<file path="src/rtl/rsb_pkg.sv">
package rsb_pkg;
    localparam int DATA_W = 8;
    localparam int IDX_W  = $clog2(DATA_W);
    localparam int CODE_W = 3;
    localparam int MEM_CODE = 6;
    localparam int ACC_CODE = 7;

    localparam int FS = 7;
    localparam int FZ = 6;
    localparam int FH = 4;
    localparam int FP = 2;
    localparam int FN = 1;
    localparam int FC = 0;

    typedef enum logic [1:0] {
        GRP_SHIFT = 2'b00,
        GRP_TEST  = 2'b01,
        GRP_CLR   = 2'b10,
        GRP_SET   = 2'b11
    } grp_e;

    typedef enum logic [2:0] {
        SH_RLC, SH_RRC, SH_RL, SH_RR, SH_SLA, SH_SRA, SH_SLL, SH_SRL
    } shk_e;

    typedef struct packed {
        grp_e              grp;
        shk_e              kind;
        logic [IDX_W-1:0]  idx;
        logic [CODE_W-1:0] code;
        logic              acc;
        logic              mem;
    } op_s;

    typedef struct packed {
        logic [DATA_W-1:0] data;
        logic              cout;
    } shres_s;

    function automatic logic even_par(input logic [DATA_W-1:0] v);
        return ~(^v);
    endfunction
endpackage

</file>
<file path="src/rtl/rsb_decode.sv">
module rsb_decode
    import rsb_pkg::*;
(
    input  logic [DATA_W-1:0] op_byte,
    input  logic              acc_mode,
    output op_s               op
);
    always_comb begin
        op.acc  = acc_mode;
        op.idx  = op_byte[5:3];
        if (acc_mode) begin
            op.grp  = GRP_SHIFT;
            op.kind = shk_e'({1'b0, op_byte[4:3]});
            op.code = CODE_W'(ACC_CODE);
            op.mem  = 1'b0;
        end else begin
            op.grp  = grp_e'(op_byte[7:6]);
            op.kind = shk_e'(op_byte[5:3]);
            op.code = op_byte[2:0];
            op.mem  = (op_byte[2:0] == CODE_W'(MEM_CODE));
        end
    end
endmodule

</file>
<file path="src/rtl/rsb_shifter.sv">
module rsb_shifter
    import rsb_pkg::*;
(
    input  shk_e              kind,
    input  logic [DATA_W-1:0] din,
    input  logic              cin,
    output shres_s            res
);
    localparam int MSB = DATA_W - 1;

    always_comb begin
        unique case (kind)
            SH_RLC: res = '{data: {din[MSB-1:0], din[MSB]}, cout: din[MSB]};
            SH_RRC: res = '{data: {din[0], din[MSB:1]},     cout: din[0]};
            SH_RL:  res = '{data: {din[MSB-1:0], cin},      cout: din[MSB]};
            SH_RR:  res = '{data: {cin, din[MSB:1]},        cout: din[0]};
            SH_SLA: res = '{data: {din[MSB-1:0], 1'b0},     cout: din[MSB]};
            SH_SRA: res = '{data: {din[MSB], din[MSB:1]},   cout: din[0]};
            SH_SLL: res = '{data: {din[MSB-1:0], 1'b1},     cout: din[MSB]};
            SH_SRL: res = '{data: {1'b0, din[MSB:1]},       cout: din[0]};
            default: res = '{data: din, cout: cin};
        endcase
    end
endmodule

</file>
<file path="src/rtl/rsb_bitop.sv">
module rsb_bitop
    import rsb_pkg::*;
(
    input  grp_e              grp,
    input  logic [IDX_W-1:0]  idx,
    input  logic [DATA_W-1:0] din,
    output logic [DATA_W-1:0] dout,
    output logic              bit_val
);
    logic [DATA_W-1:0] mask;

    for (genvar i = 0; i < DATA_W; i++) begin : g_mask
        assign mask[i] = (idx == IDX_W'(i));
    end

    assign bit_val = |(din & mask);

    always_comb begin
        unique case (grp)
            GRP_CLR: dout = din & ~mask;
            GRP_SET: dout = din | mask;
            default: dout = din;
        endcase
    end
endmodule

</file>
<file path="src/rtl/rsb_unit.sv">
module rsb_unit
    import rsb_pkg::*;
(
    input  logic              clk,
    input  logic              rst,
    input  logic              in_valid,
    input  logic              acc_mode,
    input  logic [DATA_W-1:0] op_byte,
    input  logic [DATA_W-1:0] operand,
    input  logic [DATA_W-1:0] flags_in,
    output logic              out_valid,
    output logic [DATA_W-1:0] result,
    output logic              wr_en,
    output logic [DATA_W-1:0] flags_out,
    output logic [CODE_W-1:0] dst_code,
    output logic              mem_target
);
    op_s               op;
    shres_s            sh;
    logic [DATA_W-1:0] bo_data;
    logic              bo_bit;
    logic [DATA_W-1:0] nxt_result;
    logic [DATA_W-1:0] nxt_flags;
    logic              nxt_wr;

    rsb_decode u_dec (
        .op_byte  (op_byte),
        .acc_mode (acc_mode),
        .op       (op)
    );

    rsb_shifter u_sh (
        .kind (op.kind),
        .din  (operand),
        .cin  (flags_in[FC]),
        .res  (sh)
    );

    rsb_bitop u_bo (
        .grp     (op.grp),
        .idx     (op.idx),
        .din     (operand),
        .dout    (bo_data),
        .bit_val (bo_bit)
    );

    always_comb begin
        nxt_flags  = flags_in;
        nxt_result = operand;
        nxt_wr     = 1'b1;
        unique case (op.grp)
            GRP_SHIFT: begin
                nxt_result    = sh.data;
                nxt_flags[FH] = 1'b0;
                nxt_flags[FN] = 1'b0;
                nxt_flags[FC] = sh.cout;
                if (!op.acc) begin
                    nxt_flags[FS] = sh.data[DATA_W-1];
                    nxt_flags[FZ] = (sh.data == '0);
                    nxt_flags[FP] = even_par(sh.data);
                end
            end
            GRP_TEST: begin
                nxt_wr        = 1'b0;
                nxt_flags[FZ] = ~bo_bit;
                nxt_flags[FP] = ~bo_bit;
                nxt_flags[FH] = 1'b1;
                nxt_flags[FN] = 1'b0;
                nxt_flags[FS] = bo_bit && (op.idx == IDX_W'(DATA_W-1));
            end
            default: nxt_result = bo_data;
        endcase
    end

    always_ff @(posedge clk) begin
        if (rst) begin
            out_valid  <= 1'b0;
            wr_en      <= 1'b0;
            result     <= '0;
            flags_out  <= '0;
            dst_code   <= '0;
            mem_target <= 1'b0;
        end else begin
            out_valid <= in_valid;
            wr_en     <= in_valid && nxt_wr;
            if (in_valid) begin
                result     <= nxt_result;
                flags_out  <= nxt_flags;
                dst_code   <= op.code;
                mem_target <= op.mem;
            end
        end
    end


    valid_follow_chk: assert property (@(posedge clk) disable iff (rst)
        in_valid |=> out_valid);

    valid_drop_chk: assert property (@(posedge clk) disable iff (rst)
        !in_valid |=> !out_valid);

    wr_needs_valid_chk: assert property (@(posedge clk) disable iff (rst)
        wr_en |-> out_valid);

    reset_clear_chk: assert property (@(posedge clk)
        rst |=> (!out_valid && !wr_en));

    shift_flags_chk: assert property (@(posedge clk) disable iff (rst)
        (in_valid && !acc_mode && op_byte[7:6] == 2'b00) |=>
        (!flags_out[FH] && !flags_out[FN] && flags_out[FZ] == (result == '0)
         && flags_out[FS] == result[DATA_W-1]));

    test_flags_chk: assert property (@(posedge clk) disable iff (rst)
        (in_valid && !acc_mode && op_byte[7:6] == 2'b01) |=>
        (!wr_en && flags_out[FH] && !flags_out[FN]
         && flags_out[FC] == $past(flags_in[FC])));

    setclr_flags_chk: assert property (@(posedge clk) disable iff (rst)
        (in_valid && !acc_mode && op_byte[7]) |=>
        (wr_en && flags_out == $past(flags_in)));

    acc_flags_chk: assert property (@(posedge clk) disable iff (rst)
        (in_valid && acc_mode) |=>
        (wr_en && !flags_out[FH] && !flags_out[FN]
         && flags_out[FS] == $past(flags_in[FS])
         && flags_out[FZ] == $past(flags_in[FZ])
         && flags_out[FP] == $past(flags_in[FP])
         && dst_code == CODE_W'(ACC_CODE)));
endmodule

</file>
<file path="config.mk">
export PLATFORM = sky130hd
export DESIGN_NAME = rsb_unit
export DESIGN_NICKNAME = d
export VERILOG_FILES = /design/src/rtl/rsb_pkg.sv /design/src/rtl/rsb_decode.sv /design/src/rtl/rsb_shifter.sv /design/src/rtl/rsb_bitop.sv /design/src/rtl/rsb_unit.sv
export SDC_FILE = /design/constraint.sdc
export NUM_CORES = 1
export LEC_CHECK = 0
export ABC_AREA = 1
export BUFFER_PORTS_ARGS = -buffer_cell sky130_fd_sc_hd__buf_2
export CAP_MARGIN = 0
export CORE_MARGIN = 2
export CORE_UTILIZATION = 56
export CTS_BUF_LIST = sky130_fd_sc_hd__clkbuf_4 sky130_fd_sc_hd__clkbuf_8
export CTS_CLUSTER_DIAMETER = 80
export CTS_CLUSTER_SIZE = 20
export DETAILED_ROUTE_END_ITERATION = 6
export PLACE_DENSITY = 0.95
export SYNTH_ARGS = -nofsm -noshare
export SYNTH_HDL_FRONTEND = slang
export SYNTH_SLANG_ARGS = --single-unit
</file>
<file path="constraint.sdc">
create_clock -name clk -period 2.9 [get_ports clk]
set_clock_uncertainty 0.1 [all_clocks]
set_input_delay 0.145 -clock clk [delete_from_list [all_inputs] [get_ports clk]]
set_output_delay 0.145 -clock clk [all_outputs]
set_load 0.01 [all_outputs]
</file>
==> results.md, run 1 <==
- Outcome: finished, final reports clean
- Routing usage on met1: 0.379
- CP endpoint: flags_out[2]
- Crit path kind: in -> reg
- CP Depth: 10
- Post-Syn Instances: approximately 230
- Clock sink total: 22
- Cell taking the most area after synthesis: dfxtp_1
- Ys Warns: 0
- Initial antenna violation count: 0
- Proportion of netlist area held by the largest area contributor: 0.288
- CTS resizes: 0
- Worst Path Buf+Inv: 3
- Cell breakdown of the critical path: buf_2 > inv_1 > o21ai_0 > ha_1 > xnor2_1 > inv_1 > nand2_1 > nand3_1 > a21oi_1 > a21oi_1
- Iter 0 DRT Violations: ~140
- Maximum VDD drop: between 0.3 and 0.4 mV
- Worst-margin pin slew: 0.487 ns
- Met3 Resource Use GR: 0.0576
- CTS tree: built
- Clock Path Buffers: 2
- Cell Pwr Density: 387 nW/um^2
- Critical R2R Launch: result[5]
- Fin crit share: 0.578
- Design Area, Final: 1840 um^2
- Worst endpoint required time: between 3 and 4 ns
- Setup Viol. Count Final: 0
- CTS Buf Count: 3
- Post-DRT Antenna Nets: 0
- Synthesis-to-layout area growth: 20.4%
- Area after DPL: approximately 1800 um^2
- Antenna diodes: 0
- Worst Hold Launch: op_byte[1]
- Total grt overflow: 0
- Final Max Slew Viols: 0
- DR DRC count: 0
- Most used routing layer: met2
- Hold WC Path Type: in -> reg
- Fmax: just under 600 MHz
- Sum Neg Setup Slack: 0 ns
- Vias in the first global route: approximately 1.6k
- Lkg Pwr: between 0.9 and 1 nW
- Gpl congestion: 1.01
- Largest stage delay on the critical path: between 0.3 and 0.4 ns
- Nets: between 300 and 400
- Clock slew at reported path FFs: about 0.12 ns
- Initial core utilization: 0.607
- Die W: ~56 um
- Clock root buffer: clkbuf_4
- Avg WL per Cell: around 15 um
- Die area: between 3000 and 4000 um^2
- Row count: 18
- Max FO, Critical Path: 20
- DPL Wire Length: around 3300 um
- Number of cells on the worst reg-to-reg path: 2
- Via count: approximately 1.8k
- Reg-to-reg endpoint: result[5]
- Minimum clock period: ~1.7 ns
- Cell Area, Synth: roughly 1500 um^2
- Die height: roughly 56 um
- Worst-path cell with the longest stage delay: o21ai_0
- H-tree depth: 1
- Post-CTS Setup Bufs: 0
- Final hold vios: 0
- Slew headroom: 0.676
- Routed WL: about 4600 um
- DRT Pass-1 Iters: 5
- Critical Path Start: op_byte[3]
- Synth unique cells: 30
- Top post-synthesis cells by area: dfxtp_1 (29%), nand2_1 (12%), o21ai_0 (8.2%), nor2_1 (6.4%), nand3_1 (5.9%)
- Flop2flop setup slack: between 2 and 2.5 ns
- Layout cell share with drive strength beyond 1: 0.246
- Largest net degree at the start of global routing: 29
- Critical Path Start Type: primary input
- I/O Pins: 50
- First-pass GRT wire length: ~7500 um
- Post-synthesis average cell area: roughly 6.6 um^2
- Sequential fraction of the synthesis area: 0.288
- Routed vias/inst: 5.89
- Worst-Skew Late Latency: roughly 0.3 ns
- #FFs+latches synth: 22
- Delay-heaviest family, CP: buffers and inverters
- Critical path arrival: around 1.8 ns
- Critical Path End Type: flop
- IO buf count: a little under 50
- Met2 global-route usage: 0.506
- RSZ-0062 raised after global routing: no
- Core Footprint: ~2500 um^2
- Total GRT Usage: 0.300
- Synth Net Count: roughly 260
- Max-cap check violation count: 0
worst register-to-register path: stages (launching register included):
cell and delay (ns):
dfxtp_1 0.34, o21ai_0 0.19, a21oi_1 0.06
area by class of cell:
cell class | count | area [um^2]
tap | 30 | 37.5
sequential | 22 | 440
timing repair buffer | 54 | 295
clock buffer | 3 | 22.5
inverter | 28 | 115
multi-input combinational | 173 | 931
fill | 224 | 681
where the power goes:
part	switching (mW)	total [mW]	leakage, nW	internal, mW
Sequential	0.0104	0.334	0.182	0.324
Clock	0.0926	0.141	0.0138	0.0485
Combinational	0.148	0.238	0.757	0.0900
Total	0.251	0.713	0.954	0.462
cells by family after synthesis:
logic type	synth area share
compound gates	0.245
xor+xnor	0.0114
fa+ha+maj	0.0327
buf+inv	0.104
flops	0.288
simple gates	0.319
stage by stage:
stage	hold slack (ns)	std cells	worst slack [ns]	power (mW)	utilization
2_1_floorplan	0.114	231	1.15	0.491	-
4_1_cts	0.00933	310	1.24	0.704	0.730
5_1_grt	0.0352	310	1.02	0.748	0.730
6_report	0.0296	310	1.22	0.713	0.730
3_5_place_dp	0.270	302	0.905	0.567	0.701
3_3_place_gp	0.267	302	0.938	0.562	0.701
placed cells by master, fill, tap and decap left out:
| cell | count |
|---|---|
| o22ai_1 | 2 |
| nand2_4 | 2 |
| nand4_1 | 4 |
| inv_8 | 1 |
| a31oi_1 | 4 |
| o221a_2 | 2 |
| nand3_1 | 18 |
| o211ai_2 | 3 |
| dlygate4sd3_1 | 5 |
| inv_4 | 1 |
| nor2_8 | 1 |
| o211ai_1 | 6 |
| nor2_4 | 1 |
| nor2_1 | 26 |
| nand2_8 | 1 |
| clkinv_1 | 1 |
| nor3_1 | 1 |
| dfxtp_1 | 22 |
| o21ai_1 | 2 |
| ha_1 | 4 |
| inv_1 | 22 |
| a21oi_1 | 16 |
| nand2_1 | 49 |
| o2111ai_1 | 2 |
| inv_2 | 3 |
| buf_2 | 49 |
| o21ai_0 | 25 |
| xnor2_1 | 2 |
| nand2_2 | 2 |
| clkbuf_4 | 3 |
worst min path at each step:
stage	depth (start not counted)	endpoint	slack, ns
final	2	dst_code[1]	0.03
after floorplan	1	mem_target	0.11
after global routing	2	dst_code[2]	0.04
after global placement	3	dst_code[0]	0.27
after detailed placement	2	mem_target	0.27
after CTS	3	mem_target	0.009
timing repair:
| item | 4_1_cts | 5_1_grt |
|---|---|---|
| hold buffers | 5 | 0 |
| hold endpoints to repair | 6 | 0 |
| endpoints found under the setup margin | 0 | 0 |
synthesized netlist by cell type:
master	count
ha_1	4
nand3_1	18
buf_2	5
a21oi_1	16
inv_1	22
inv_8	1
nand2_2	2
buf_4	2
clkinv_1	1
nand4_1	4
nand2_8	1
xnor2_1	2
nor2_1	26
o22ai_1	2
o211ai_2	3
a31oi_1	4
o2111ai_1	2
nor3_1	1
o21ai_1	2
o21ai_0	25
nor2_4	1
o211ai_1	6
nand2_1	49
nand2_4	2
o221a_2	2
dfxtp_1	22
inv_4	1
nor2_8	1
clkbuf_1	1
inv_2	3
layer usage:
layer  part of all wire  vias to the layer above
met5                  0                        -
li1                   -                      875
met3              0.099                       16
met1               0.39                      811
met4              0.029                        0
met2               0.49                      125
registers in the layout, indices dropped and copies added, names as in the netlist:
| signal | cells |
|---|---|
| result | 8 |
| out_valid | 1 |
| dst_code | 3 |
| mem_target | 1 |
| flags_out | 8 |
| wr_en | 1 |
(Power assumes the default switching activity.)
==> run 2, diff against run 1 <==
--- a/config.mk
+++ b/config.mk
@@ -9,12 +9,12 @@
 export BUFFER_PORTS_ARGS = -buffer_cell sky130_fd_sc_hd__buf_2
 export CAP_MARGIN = 0
 export CORE_MARGIN = 2
-export CORE_UTILIZATION = 56
+export CORE_UTILIZATION = 52
 export CTS_BUF_LIST = sky130_fd_sc_hd__clkbuf_4 sky130_fd_sc_hd__clkbuf_8
 export CTS_CLUSTER_DIAMETER = 80
 export CTS_CLUSTER_SIZE = 20
 export DETAILED_ROUTE_END_ITERATION = 6
-export PLACE_DENSITY = 0.95
+export PLACE_DENSITY = 0.94
 export SYNTH_ARGS = -nofsm -noshare
 export SYNTH_HDL_FRONTEND = slang
 export SYNTH_SLANG_ARGS = --single-unit
==> constraint.sdc (replaced) <==
create_clock -name clk -period 1.7 [get_ports clk]
set_clock_uncertainty 0.1 [all_clocks]
set_input_delay 0.085 -clock clk [delete_from_list [all_inputs] [get_ports clk]]
set_output_delay 0.085 -clock clk [all_outputs]
set_load 0.01 [all_outputs]
==> run 2 against run 1 <==
Global-route usage increased by 2.9 points. Sequential share of layout area shrank 3.0 points. Non-clock buffer count up 31. Utilization up 2.6 points. First-iteration DRC count up 11%. Sequential cell count unchanged. Critical path type unchanged. Routed wire length increased by 16%. Cell count rose by 11%. Die area grew 7.1%.
==> results.md, run 2 (synthesis results as in run 1) <==
- Setup WS pre-CTS: -0.158 ns (was 0.905 ns)
- Largest net degree at the start of global routing: 29 (unchanged)
- Initial antenna violation count: 0 (unchanged)
- Antenna diodes: 0 (unchanged)
- H-tree depth: 1 (unchanged)
- Hold WC Path Type: in -> reg (unchanged)
- CTS Buf Count: 3 (unchanged)
- DRT Pass-1 Iters: 5 (unchanged)
- Die height: 58.2 um (was 56.3 um)
- Cell Pwr Density: 638 nW/um^2 (was 387 nW/um^2)
- Post-DRT Antenna Nets: 0 (unchanged)
- CTS tree: built (unchanged)
- DR DRC count: 0 (unchanged)
- Row count: 19 (was 18)
- Initial core utilization: 0.550 (was 0.607)
- Clock slew at reported path FFs: 0.12 ns (about the same)
- Max-cap check violation count: 0 (unchanged)
- Largest registers: flags_out (8), result (8), dst_code (3) (unchanged)
- Iter 0 DRT Violations: 157 (was 141)
- Fmax: about 630 MHz
- RSZ-0062 raised after global routing: no (unchanged)
- Avg WL per Cell: 15.7 um (was 14.9 um)
- Worst-margin pin slew: 0.504 ns (was 0.487 ns)
- Cell breakdown of the critical path: dlygate4sd3_1 > buf_2 > nor2_1 > nand3_1 > a21oi_1 > dlygate4sd3_1 (was buf_2 > inv_1 > o21ai_0 > ha_1 > xnor2_1 > inv_1 > nand2_1 > nand3_1 > a21oi_1 > a21oi_1)
- Die area: 3390 um^2 (was 3170 um^2)
- Most common cell after layout, fill and taps aside: nand2_1
- Crit path kind: in -> reg (unchanged)
- Maximum VDD drop: 0.829 mV (was 0.392 mV)
- Die W: 58.2 um (was 56.3 um)
- Critical Path Start Type: primary input (unchanged)
- Gpl congestion: 0.952 (was 1.01)
- Critical path arrival: 1.76 ns (was 1.79 ns)
- Final setup margin: 0.107 ns (was 1.22 ns)
- Routed vias/inst: 5.83 (was 5.89)
- Outcome: finished, final reports clean (unchanged)
- Worst-path cell with the longest stage delay: dlygate4sd3_1 (was o21ai_0)
- Final Max Slew Viols: 0 (unchanged)
- Final hold vios: 0 (unchanged)
- Vias in the first global route: 1824 (was 1615)
- Total GRT Usage: 0.329 (was 0.300)
- Delay-heaviest family, CP: buffers and inverters (unchanged)
- Clock sink total: 22 (unchanged)
- Via count: 2001 (was 1827)
- Core Footprint: 2780 um^2 (was 2520 um^2)
- Critical Path End Type: flop (unchanged)
- Worst Path Buf+Inv: 3 (unchanged)
- Slew headroom: 0.664 (was 0.676)
- Fin crit share: 0.937
- WHS: 0.0230 ns (was 0.0296 ns)
- Worst-Skew Late Latency: 0.32 ns (was 0.30 ns)
- Largest stage delay on the critical path: 0.56 ns (was 0.31 ns)
- Routed WL: 5370 um (was 4620 um)
- Total grt overflow: 0 (unchanged)
- Lkg Pwr: 1.11 nW (was 0.954 nW)
- Most frequent cells in the layout: nand2_1 (49), buf_2 (48), buf_4 (28) (was nand2_1 (49), buf_2 (49), nor2_1 (26))
- Minimum clock period: roughly 1.6 ns
- Nets: 345 (was 314)
- Max FO, Critical Path: 2 (was 20)
- First-pass GRT wire length: 8330 um (was 7480 um)
- DPL Wire Length: 3590 um (was 3330 um)
- Layout cell share with drive strength beyond 1: 0.311 (was 0.246)
- CP dominant cell by count: dlygate4sd3_1
- Clock Path Buffers: 2 (unchanged)
- Worst endpoint required time: 1.87 ns (was 3.01 ns)
- IO buf count: 49 (unchanged)
- Clock root buffer: clkbuf_4 (unchanged)
- I/O Pins: 50 (unchanged)
- Synthesis-to-layout area growth: 37.4% (was 20.4%)
- Setup Viol. Count Final: 0 (unchanged)
run 2: cell count changes in the layout (fill, tap and decap cells not counted), sizes merged:
| cell | delta |
|---|---|
| buf | +27 |
| clkbuf | +1 |
| dlygate4sd3 | +4 |
run 2: cell type report:
| cell class | count | area (um^2) |
|---|---|---|
| Inverter | 28 | 115 |
| Tap cell | 31 | 38.8 |
| Timing Repair Buffer | 85 | 541 |
| Multi-Input combinational cell | 173 | 931 |
| Clock buffer | 4 | 36.3 |
| Fill cell | 208 | 679 |
| Sequential cell | 22 | 440 |
run 2: power by group:
group | leakage [nW] | switching (mW) | internal, mW
Combinational | 0.908 | 0.276 | 0.204
Sequential | 0.182 | 0.0183 | 0.552
Clock | 0.0210 | 0.158 | 0.131
run 2: what timing repair did:
item | CTS | global route
setup endpoints to repair | 0 | 2
endpoints found under the hold margin | 10 | 0
buffers inserted | 0 | 0
hold buffers | 9 | 0
resized for setup | 0 | 4
run 2: worst min-delay path: cells and delay by family:
family | cells | cell delay, ns
AOI/OAI and AO/OA | 1 | 0.08
buffers and inverters | 2 | 0.13
and+or+nand+nor | 2 | 0.13
run 2: path summary, 6_finish.rpt:
kind | start | to | slack, ns | cells past startpoint
worst min-delay path | flags_in[4] | flags_out[4] | 0.02 | 5
worst max-delay path | op_byte[0] | mem_target | 0.11 | 6
worst max register to register | mem_target | mem_target | 0.42 | 3
worst min register to register | flags_out[0] | flags_out[0] | 0.39 | 2
run 2: metrics by stage:
step,std cells,cell area [um^2],utilization,TNS [ns],power (mW)
floorplan,231,1530,-,0,0.837
global placement,330,1970,0.709,-0.0932,1.01
detailed placement,330,1970,0.709,-0.158,1.02
CTS,343,2100,0.755,0,1.32
global route,343,2100,0.756,0,1.40
finish,343,2100,0.756,0,1.34
run 2: routing by layer:
layer | GRT usage | wire, um
met3 | 0.0982 | 538
met5 | 0 | 0
met4 | 0.233 | 310
met1 | 0.363 | 1980
met2 | 0.537 | 2540
==> run 3, diff against run 2 <==
--- a/config.mk
+++ b/config.mk
@@ -14,7 +14,7 @@
 export CTS_CLUSTER_DIAMETER = 80
 export CTS_CLUSTER_SIZE = 20
 export DETAILED_ROUTE_END_ITERATION = 6
-export PLACE_DENSITY = 0.94
+export PLACE_DENSITY = 0.82
 export SYNTH_ARGS = -nofsm -noshare
 export SYNTH_HDL_FRONTEND = slang
 export SYNTH_SLANG_ARGS = --single-unit
==> run 3 against run 2 <==
Clock power hardly changed. Cell count is 1.2% lower. Global-route usage is 3.2 points lower. Final area is 0.83% lower. Utilization is 0.63 points lower.
==> results.md, run 3 (synthesis results as in run 1) <==
- Row count: 19 (unchanged)
- Worst endpoint required time: 1.87 ns (about the same)
- Post-CTS Setup Bufs: 0 (unchanged)
- Nets: 341 (was 345)
- Area after DPL: 1950 um^2 (was 1970 um^2)
- Largest registers: flags_out (8), result (8), dst_code (3) (unchanged)
- Post-DRT Antenna Nets: 0 (unchanged)
- Cell Pwr Density: 635 nW/um^2 (was 638 nW/um^2)
- Final Max Slew Viols: 0 (unchanged)
- Routed WL: 4800 um (was 5370 um)
- Sequential cell area: 440 um^2 (unchanged)
- Max FO, Critical Path: 2 (unchanged)
- RSZ-0062 raised after global routing: no (unchanged)
- Slew headroom: 0.677 (was 0.664)
- Final hold vios: 0 (unchanged)
- Post-route insts no fill: 339 (was 343)
- Die area: 3390 um^2 (unchanged)
- Maximum VDD drop: 0.667 mV (was 0.829 mV)
- Crit path kind: in -> reg (unchanged)
- Fmax: 636 MHz (was 628 MHz)
- Iter 0 DRT Violations: 123 (was 157)
- Worst-path cell with the longest stage delay: dlygate4sd3_1 (unchanged)
- Clock sink total: 22 (unchanged)
- Worst Hold Launch: flags_in[4] (unchanged)
- CTS resizes: 0 (unchanged)
- Worst-margin pin slew: 0.483 ns (was 0.504 ns)
- Area of the multi-input gates: 931 um^2 (unchanged)
- IO buf count: 49 (unchanged)
- Reg-to-reg endpoint: mem_target (unchanged)
- Clock root buffer: clkbuf_4 (unchanged)
- Fill cells: 245 (was 208)
- Fin crit share: 0.924 (was 0.937)
- Largest stage delay on the critical path: 0.60 ns (was 0.56 ns)
- Outcome: finished, final reports clean (unchanged)
- Synthesis-to-layout area growth: 36.2% (was 37.4%)
- Worst Path Buf+Inv: 3 (unchanged)
- Critical Path Start Type: primary input (unchanged)
- DPL Wire Length: 3530 um (was 3590 um)
- Minimum clock period: 1.57 ns (was 1.59 ns)
- Max-cap check violation count: 0 (unchanged)
- Flop2flop setup slack: 0.36 ns (was 0.42 ns)
- Hold endpoint: flags_out[4] (unchanged)
- I/O Pins: 50 (unchanged)
- DRT Pass-1 Iters: 4 (was 5)
- Critical path arrival: 1.74 ns (was 1.76 ns)
- Sum Neg Setup Slack: 0 ns (unchanged)
- Initial antenna violation count: 0 (unchanged)
- Die height: 58.2 um (unchanged)
- Hold WC Path Type: in -> reg (unchanged)
- Setup WS pre-CTS: -0.122 ns (was -0.158 ns)
- Tot Pwr: 1.32 mW (was 1.34 mW)
- CP dominant cell by count: dlygate4sd3_1 (unchanged)
- WHS: 0.00289 ns (was 0.0230 ns)
- Vias in the first global route: 1660 (was 1824)
- Total GRT Usage: 0.297 (was 0.329)
- Critical R2R Launch: mem_target (unchanged)
- Placed cell count: 325 (was 330)
- Avg WL per Cell: 14.2 um (was 15.7 um)
- Total grt overflow: 0 (unchanged)
- Routed vias/inst: 5.49 (was 5.83)
- Design Area, Final: 2080 um^2 (was 2100 um^2)
- CTS tree: built (unchanged)
- First-pass GRT wire length: 7670 um (was 8330 um)
- Layout cell share with drive strength beyond 1: 0.299 (was 0.311)
- Die W: 58.2 um (unchanged)
- Clock slew at reported path FFs: 0.11 ns (was 0.12 ns)
- Final core utilization: 0.749 (was 0.756)
- CTS Buf Count: 3 (unchanged)
- Via count: 1861 (was 2001)
- DR DRC count: 0 (unchanged)
- Delay-heaviest family, CP: buffers and inverters (unchanged)
- H-tree depth: 1 (unchanged)
- Worst-Skew Late Latency: 0.32 ns (about the same)
- Number of cells on the worst reg-to-reg path: 3 (unchanged)
- Setup Viol. Count Final: 0 (unchanged)
- Cts-stage hold buffer count: 10 (was 9)
- Core Footprint: 2780 um^2 (unchanged)
- Critical Path End Type: flop (unchanged)
- Lkg Pwr: 1.10 nW (was 1.11 nW)
- Cell breakdown of the critical path: dlygate4sd3_1 > buf_2 > nor2_1 > nand3_1 > a21oi_1 > dlygate4sd3_1 (unchanged)
- WHS Path Cells: 5 (unchanged)
- Most frequent cells in the layout: nand2_1 (49), buf_2 (49), nor2_1 (26) (was nand2_1 (49), buf_2 (48), buf_4 (28))
- Clock Path Buffers: 2 (unchanged)
- Antenna diodes: 0 (unchanged)
- Initial core utilization: 0.550 (unchanged)
- Gpl congestion: 1.00 (was 0.952)
- Largest net degree at the start of global routing: 28 (was 29)
- Final setup margin: 0.128 ns (was 0.107 ns)
## run 3: cell count changes in the layout (fill, tap and decap cells not counted)
cell | before | now
dlygate4sd3_1 | 9 | 10
o21ai_0 | 23 | 25
o21ai_1 | 4 | 2
buf_4 | 28 | 21
buf_12 | 0 | 1
buf_2 | 48 | 49
## run 3: worst max-delay path by stage
stage          depth (start not counted)            to  startpoint  slack (ns)
2_1_floorplan                         12  flags_out[2]  op_byte[3]       0.005
3_3_place_gp                          12  flags_out[2]  op_byte[3]       -0.08
3_5_place_dp                          12  flags_out[2]  op_byte[3]       -0.12
4_1_cts                               12  flags_out[2]  op_byte[3]        0.22
5_1_grt                               10  flags_out[2]  op_byte[3]        0.01
6_report                               6    mem_target  op_byte[0]        0.13
## run 3: per-layer routing
metal,routed length (um),up-vias,track usage
met2,2440,62,0.531
met1,2000,858,0.369
met4,80,0,0.0831
met3,273,9,0.0424
met5,0,-,0
li1,-,932,-
## run 3: area by class of cell
| cell class | count | area share |
|---|---|---|
| Sequential cell | 22 | 0.211 |
| Timing Repair Buffer | 81 | 0.251 |
| Multi-Input combinational cell | 173 | 0.447 |
| Tap cell | 31 | 0.0186 |
| Inverter | 28 | 0.0552 |
| Clock buffer | 4 | 0.0174 |
## run 3: power breakdown
group | switching (mW) | total, mW | internal, mW
sequential | 0.0164 | 0.569 | 0.552
combinational | 0.263 | 0.463 | 0.200
clock | 0.160 | 0.292 | 0.131
## run 3: worst min-delay path, delay by kind of cell
kind / cells / cell delay, ns
AOI/OAI and AO/OA: 1 / 0.08
and+or+nand+nor: 2 / 0.11
buffers and inverters: 2 / 0.13
